--- src/rtl/sd_xfer_pkg.sv ---
package sd_xfer_pkg;
  localparam int CTRL_W = 13;
  localparam int IDX_W  = 6;

  typedef enum logic [1:0] {
    KIND_NONE   = 2'd0,
    KIND_SINGLE = 2'd1,
    KIND_MULTI  = 2'd2,
    KIND_INF    = 2'd3
  } xfer_kind_e;

  typedef enum logic [1:0] {
    RSP_NONE       = 2'd0,
    RSP_LONG       = 2'd1,
    RSP_SHORT      = 2'd2,
    RSP_SHORT_BUSY = 2'd3
  } rsp_sel_e;

  typedef struct packed {
    logic [IDX_W-1:0] cmd_idx;
    logic             dma_en;
    logic             cnt_en;
    logic             auto_stop;
    logic             dir_rd;
    logic             multi;
    rsp_sel_e         rsp;
  } ctrl_word_t;

  typedef enum logic [1:0] {
    ST_IDLE = 2'd0,
    ST_RUN  = 2'd1,
    ST_STOP = 2'd2
  } seq_state_e;
endpackage

--- src/rtl/sd_xfer_classify.sv ---
module sd_xfer_classify
  import sd_xfer_pkg::*;
#(
  parameter int CNT_W = 16
) (
  input  logic             multi,
  input  logic             cnt_en,
  input  logic [CNT_W-1:0] count,
  output xfer_kind_e       kind
);
  always_comb begin
    if (!multi)
      kind = KIND_SINGLE;
    else if (!cnt_en)
      kind = KIND_INF;
    else if (count == '0)
      kind = KIND_NONE;
    else
      kind = KIND_MULTI;
  end
endmodule

--- src/rtl/sd_rsp_decode.sv ---
module sd_rsp_decode
  import sd_xfer_pkg::*;
#(
  parameter int LONG_BITS  = 136,
  parameter int SHORT_BITS = 48,
  parameter int LEN_W      = 8
) (
  input  rsp_sel_e         sel,
  output logic [LEN_W-1:0] len_bits,
  output logic             busy_chk
);
  always_comb begin
    busy_chk = 1'b0;
    unique case (sel)
      RSP_NONE:  len_bits = '0;
      RSP_LONG:  len_bits = LEN_W'(LONG_BITS);
      RSP_SHORT: len_bits = LEN_W'(SHORT_BITS);
      default: begin
        len_bits = LEN_W'(SHORT_BITS);
        busy_chk = 1'b1;
      end
    endcase
  end
endmodule

--- src/rtl/sd_blk_counter.sv ---
module sd_blk_counter #(
  parameter int CNT_W = 16
) (
  input  logic             clk,
  input  logic             rst_n,
  input  logic             load,
  input  logic [CNT_W-1:0] load_val,
  input  logic             dec,
  output logic [CNT_W-1:0] cnt,
  output logic             last
);
  localparam logic [CNT_W-1:0] ONE = CNT_W'(1);

  always_ff @(posedge clk) begin
    if (!rst_n)
      cnt <= '0;
    else if (load)
      cnt <= load_val;
    else if (dec && cnt != '0)
      cnt <= cnt - ONE;
  end

  assign last = (cnt == ONE);


  cnt_dec_chk: assert property (@(posedge clk) disable iff (!rst_n)
    (dec && !load && cnt != '0) |=> (cnt == $past(cnt) - ONE));
endmodule

--- src/rtl/sd_stop_req.sv ---
module sd_stop_req (
  input  logic clk,
  input  logic rst_n,
  input  logic raise,
  input  logic ready,
  output logic valid
);
  always_ff @(posedge clk) begin
    if (!rst_n)
      valid <= 1'b0;
    else if (raise)
      valid <= 1'b1;
    else if (valid && ready)
      valid <= 1'b0;
  end


  stop_hold_chk: assert property (@(posedge clk) disable iff (!rst_n)
    (valid && !ready) |=> valid);
endmodule

--- src/rtl/sd_xfer_seq.sv ---
module sd_xfer_seq
  import sd_xfer_pkg::*;
#(
  parameter int CNT_W = 16
) (
  input  logic                  clk,
  input  logic                  rst_n,
  input  logic                  cmd_wr,
  input  logic [CTRL_W-1:0]     cmd_word,
  input  logic [CNT_W-1:0]      blk_cnt_in,
  input  logic                  blk_done,
  input  logic                  abort,
  input  logic                  stop_ready,
  output logic                  stop_valid,
  output logic                  dma_start,
  output logic                  done,
  output logic                  busy,
  output logic [1:0]            xfer_kind,
  output logic                  xfer_dir_rd,
  output logic [IDX_W-1:0]      cmd_index,
  output logic [7:0]            resp_bits,
  output logic                  resp_busy,
  output logic [CNT_W-1:0]      blk_left
);
  ctrl_word_t word;
  xfer_kind_e kind_w, kind_q;
  seq_state_e state;
  rsp_sel_e   rsp_q;
  logic       auto_q, done_q, accept, cnt_last, blk_ev, multi_dec, stop_raise;

  assign word   = ctrl_word_t'(cmd_word);
  assign accept = cmd_wr && (state == ST_IDLE);
  assign blk_ev = (state == ST_RUN) && blk_done && !abort;
  assign multi_dec  = blk_ev && (kind_q == KIND_MULTI);
  assign stop_raise = multi_dec && cnt_last && auto_q;

  sd_xfer_classify #(.CNT_W(CNT_W)) u_classify (
    .multi  (word.multi),
    .cnt_en (word.cnt_en),
    .count  (blk_cnt_in),
    .kind   (kind_w)
  );

  sd_rsp_decode u_rsp (
    .sel      (rsp_q),
    .len_bits (resp_bits),
    .busy_chk (resp_busy)
  );

  sd_blk_counter #(.CNT_W(CNT_W)) u_cnt (
    .clk      (clk),
    .rst_n    (rst_n),
    .load     (accept),
    .load_val ((kind_w == KIND_MULTI) ? blk_cnt_in : '0),
    .dec      (multi_dec),
    .cnt      (blk_left),
    .last     (cnt_last)
  );

  sd_stop_req u_stop (
    .clk   (clk),
    .rst_n (rst_n),
    .raise (stop_raise),
    .ready (stop_ready),
    .valid (stop_valid)
  );

  always_ff @(posedge clk) begin
    if (!rst_n) begin
      state       <= ST_IDLE;
      kind_q      <= KIND_NONE;
      rsp_q       <= RSP_NONE;
      auto_q      <= 1'b0;
      xfer_dir_rd <= 1'b0;
      cmd_index   <= '0;
      done_q      <= 1'b0;
    end else begin
      done_q <= 1'b0;
      unique case (state)
        ST_IDLE: begin
          if (accept) begin
            kind_q      <= kind_w;
            rsp_q       <= word.rsp;
            auto_q      <= word.auto_stop;
            xfer_dir_rd <= word.dir_rd;
            cmd_index   <= word.cmd_idx;
            if (kind_w == KIND_NONE)
              done_q <= 1'b1;
            else
              state <= ST_RUN;
          end
        end
        ST_RUN: begin
          if (abort) begin
            state <= ST_IDLE;
          end else if (blk_done) begin
            unique case (kind_q)
              KIND_SINGLE: begin
                done_q <= 1'b1;
                state  <= ST_IDLE;
              end
              KIND_MULTI: begin
                if (cnt_last) begin
                  done_q <= 1'b1;
                  state  <= auto_q ? ST_STOP : ST_IDLE;
                end
              end
              default: ;
            endcase
          end
        end
        default: begin
          if (stop_valid && stop_ready)
            state <= ST_IDLE;
        end
      endcase
    end
  end

  assign busy      = (state != ST_IDLE);
  assign done      = done_q;
  assign xfer_kind = kind_q;
  assign dma_start = accept && word.dma_en;


  dma_idle_chk: assert property (@(posedge clk) disable iff (!rst_n)
    dma_start |-> !busy);


  busy_write_ignored_chk: assert property (@(posedge clk) disable iff (!rst_n)
    (busy && cmd_wr) |=> ($stable(xfer_kind) && $stable(xfer_dir_rd)));


  stop_kind_chk: assert property (@(posedge clk) disable iff (!rst_n)
    stop_valid |-> (xfer_kind == 2'd2));


  inf_run_chk: assert property (@(posedge clk) disable iff (!rst_n)
    (busy && xfer_kind == 2'd3 && !abort) |=> (busy && !done));


  abort_quiet_chk: assert property (@(posedge clk) disable iff (!rst_n)
    (busy && !stop_valid && abort) |=> (!done && !stop_valid && !busy));


  done_idle_chk: assert property (@(posedge clk) disable iff (!rst_n)
    done |-> (!busy || stop_valid));
endmodule

--- config.mk ---
export PLATFORM = sky130hd
export DESIGN_NAME = sd_xfer_seq
export DESIGN_NICKNAME = d
export VERILOG_FILES = /design/src/rtl/sd_xfer_pkg.sv /design/src/rtl/sd_xfer_classify.sv /design/src/rtl/sd_rsp_decode.sv /design/src/rtl/sd_blk_counter.sv /design/src/rtl/sd_stop_req.sv /design/src/rtl/sd_xfer_seq.sv
export SDC_FILE = /design/constraint.sdc
export NUM_CORES = 1
export LEC_CHECK = 0
export ABC_AREA = 1
export BUFFER_PORTS_ARGS = -buffer_cell sky130_fd_sc_hd__buf_2
export CAP_MARGIN = 30
export CORE_MARGIN = 1.5
export CORE_UTILIZATION = 45
export CTS_CLUSTER_SIZE = 10
export DETAILED_ROUTE_END_ITERATION = 10
export PLACE_DENSITY = 0.79
export RECOVER_POWER = 25
export SLEW_MARGIN = 20
export SYNTH_ARGS = -nofsm -noshare
export SYNTH_HDL_FRONTEND = slang
export SYNTH_SLANG_ARGS = --single-unit
export TNS_END_PERCENT = 100
--- constraint.sdc ---
create_clock -name clk -period 2.65 [get_ports clk]
set_input_delay 0.1325 -clock clk [delete_from_list [all_inputs] [get_ports clk]]
set_output_delay 0.1325 -clock clk [all_outputs]
set_load 0.05 [all_outputs]
==> key figures <==
Pwr
  – Peak ir drop on the vdd network: between 0.3 and 0.4 mV
  – Leakage power figure: between 0.001 and 0.0015 uW
  – Power density normalized to cell area: around 700 mW/mm2

Finish
  – Number of fillers in the final layout: 457
  – Fraction of final layout cells with drive strength greater than 1: between 20% and 30%
  – Number of nets in the layout: about 420
  – Area growth, synth to finish: 19.5%
  – Post-layout util: about 56%
  – ANT cells: 0

Synthesis
  – Sequential-to-total area share from yosys stat: 31.1%
  – Unique cell type count in the Yosys netlist: 39
  – Number of enable-type register cells in the synthesized netlist: 0
  – Leading area contributor after synthesis: sky130_fd_sc_hd__dfxtp_1
  – Seq cells post-synth: 32
  – Leading cell type by number of instances after synthesis: sky130_fd_sc_hd__nand2_1
  – Commonest cells in the synthesized netlist: sky130_fd_sc_hd__nand2_1 (64), sky130_fd_sc_hd__nor2_1 (55), sky130_fd_sc_hd__inv_1 (36)
  – Synth top area share: a little under a third
  – Synthesized instance count: roughly 310
  – Ranking of synthesized cells by area: sky130_fd_sc_hd__dfxtp_1 (31%), sky130_fd_sc_hd__nand2_1 (12%), sky130_fd_sc_hd__nor2_1 (10%)
  – Synthesis Warnings: 0
  – Syn avg cell area: 6.56 um2
  – Netlist area before placement: ~0.0021 mm2
  – Most used flip-flop cell after synthesis: sky130_fd_sc_hd__dfxtp_1
  – Fraction of registers with async set/reset: 0%

Clock network
  – Clock edge transition at the registers on the reported setup and hold paths: roughly 0.07 ns
  – Post-cts sizing count: 0
  – TritonCTS Buffers: 5
  – Post-CTS Setup Repair Bufs: 0
  – Clock tree from TritonCTS: yes
  – Maximum buffer depth of the clock tree: 2
  – Number of hold buffers added after cts: 0
  – Total number of H-tree levels: 2
  – Clk Tree Root Cell: sky130_fd_sc_hd__clkbuf_8
  – Clock insertion delay at the later pin of the skew report: around 0.29 ns
  – Sinks on the clock net: 32

GRT
  – Vias in the first global route: approximately 1900
  – Met2 routing resource usage after global routing: between 30 and 40%
  – Largest net degree at the start of global routing: 34
  – GR Layer Usage met3: 6.98%
  – Layer with the highest usage after global routing: met2
  – Global-route congestion overflow total: 0
  – Number of antenna violations at the first check in global routing: 0
  – GR Util All Layers: between 20% and 30%
  – Met1 track demand over resource: between 20% and 30%
  – First-pass GRT wire length: 8650 um

Worst setup path
  – Maximum fanout count along the critical path: 33
  – Setup CP Type: flop to flop
  – Data arrival time of the critical path: around 2.1 ns
  – Critical Path Source Type: flop
  – Cell depth of the worst flop-to-flop path: 11
  – Endpoint required time on the critical path: between 2 and 3 ns
  – CP Capture Type: flop

STA
  – Transition time of the tightest slew-check pin: 0.608 ns
  – Number of failing setup endpoints in the final timing report: 0
  – Summed negative setup slack over all endpoints: 0 ns
  – Final min period: roughly 1.9 ns
  – Clk_skew: approximately 0.0084 ns
  – Relative slew margins: about three fifths
  – Crit share post-route: between 70% and 80%
  – Fmax: between 0.5 and 0.6 GHz
  – Hold Vio Cnt, Final: 0
  – Unrepaired setup endpoints after global routing: false
  – Count of pins over their slew limit: 0

Floorplanning
  – I/O Pins: 73
  – Overall die width: 70.7 um
  – Placement Rows: 24
  – Initial core utilization: about 47%
  – Die footprint: 0.00499 mm2
  – Placeable Area: around 0.0044 mm2
  – Die Height: between 70 and 80 um

Routing
  – Number of remaining DRC errors: 0
  – Average routed wire per standard cell: 12.0 um
  – Number of routed nets with antenna violations: 0
  – Number of vias in the routed layout: between 2000 and 2500
  – First-iteration detailed-routing DRC count: 98
  – Drt via density: just under 5
  – Total detailed-routing wirelength: a little over 5000 um
  – Total iterations of the first detailed-routing run: 4

Placement
  – Detail Placement HPWL: ~3700 um
  – Final Wtd Congestion: between 0.8 and 0.9
  – PortBufs: 68

Hold path
  – Worst hold path class: primary input to flop
  – Depth of the worst hold-timing path: 3

Status
  – Result of the run: finished, final reports clean

Job
  – Max-cap violations: 0
-- cells in the final DEF (no fill, tap or decap), types with 2 or more instances in the layout --
| cell | instances |
|---|---|
| sky130_fd_sc_hd__clkbuf_8 | 5 |
| sky130_fd_sc_hd__nor2_4 | 2 |
| sky130_fd_sc_hd__dfxtp_1 | 32 |
| sky130_fd_sc_hd__clkbuf_1 | 16 |
| sky130_fd_sc_hd__nand2_1 | 64 |
| sky130_fd_sc_hd__buf_2 | 52 |
| sky130_fd_sc_hd__inv_1 | 36 |
| sky130_fd_sc_hd__nand3_1 | 20 |
| sky130_fd_sc_hd__a21oi_1 | 15 |
| sky130_fd_sc_hd__nand4_1 | 5 |
| sky130_fd_sc_hd__o21ai_0 | 18 |
| sky130_fd_sc_hd__or2_0 | 2 |
| sky130_fd_sc_hd__o21bai_1 | 2 |
| sky130_fd_sc_hd__xnor2_1 | 2 |
| sky130_fd_sc_hd__o21ai_1 | 7 |
| sky130_fd_sc_hd__nor2_2 | 5 |
| sky130_fd_sc_hd__conb_1 | 4 |
| sky130_fd_sc_hd__o211ai_2 | 3 |
| sky130_fd_sc_hd__ha_1 | 5 |
| sky130_fd_sc_hd__nor3_1 | 2 |
| sky130_fd_sc_hd__xor2_1 | 2 |
| sky130_fd_sc_hd__o211ai_1 | 2 |
| sky130_fd_sc_hd__nor2_1 | 55 |
| sky130_fd_sc_hd__inv_2 | 3 |
| sky130_fd_sc_hd__nand3_2 | 3 |
-- final cells by class --
class / instances / area [um2] / share of cell area [%]
Clock buffer: 5 / 68.8 / 2.79
Multi-Input combinational cell: 229 / 1170 / 47.6
Inverter: 40 / 153 / 6.20
Tap cell: 52 / 65.1 / 2.64
Sequential cell: 32 / 641 / 26.0
Clock inverter: 3 / 42.5 / 1.73
Timing Repair Buffer: 68 / 320 / 13.0
-- critical path: stages, from the launching register on --
cell,delay (ns)
sky130_fd_sc_hd__dfxtp_1,0.33
sky130_fd_sc_hd__nor2_2,0.16
sky130_fd_sc_hd__inv_2,0.08
sky130_fd_sc_hd__nor2_8,0.22
sky130_fd_sc_hd__inv_4,0.19
sky130_fd_sc_hd__nor2_4,0.18
sky130_fd_sc_hd__nand2_1,0.08
sky130_fd_sc_hd__inv_2,0.20
sky130_fd_sc_hd__nand2_1,0.08
sky130_fd_sc_hd__nand2_1,0.07
sky130_fd_sc_hd__nand2_1,0.06
sky130_fd_sc_hd__a21oi_1,0.14
-- routing by layer --
metal	share of wire, %	vias up
li1	-	1116
met1	45	928
met2	46	78
met3	8.0	10
met4	1.7	0
met5	0	-
-- per-stage QoR --
step	std cells	setup WS, ns	hold WS [ns]	total power, uW	cell area [um2]
after floorplan	317	0.824	0.267	1140	2070
after global placement	421	0.783	0.353	1260	2370
after detailed placement	421	0.790	0.360	1270	2370
after CTS	429	0.769	0.0608	1740	2480
after global routing	429	0.522	0.0603	1850	2460
final	429	0.766	0.0652	1730	2460
-- state kept, by name (all words and copies together) (netlist names) --
register      count
u_cnt.cnt        16
xfer_dir_rd       1
xfer_kind         2
done              1
cmd_index         6
state             2
rsp_q             2
auto_q            1
u_stop.valid      1
-- where the power goes --
group	internal [uW]	switching, uW	leakage [uW]
sequential	531	53.6	0.000264
clock	278	196	0.0000541
combinational	187	487	0.000933
-- cell families (layout without fill, tap and decap cells) --
group                      after synthesis  count (layout)  synth area share [%]
xor gates and xnor gates                 4               4                  1.70
other                                    1               4                 0.182
adders and majority gates                5               5                  3.04
AOI/OAI and AO/OA                       52              52                  15.4
and+or+nand+nor                        164             164                  36.0
buffers and inverters                   56             116                  12.6
DFF                                     32              32                  31.1
-- final timing paths --
path | start | slack (ns) | endpoint
setup / recovery | state[0] | 0.77 | u_cnt.cnt[4]
hold / removal | cmd_word[9] | 0.07 | cmd_index[2]
setup reg to reg | state[0] | 0.77 | u_cnt.cnt[4]
hold reg to reg | rsp_q[0] | 0.49 | rsp_q[0]
No activity file was read; power rests on OpenSTA's default activity.
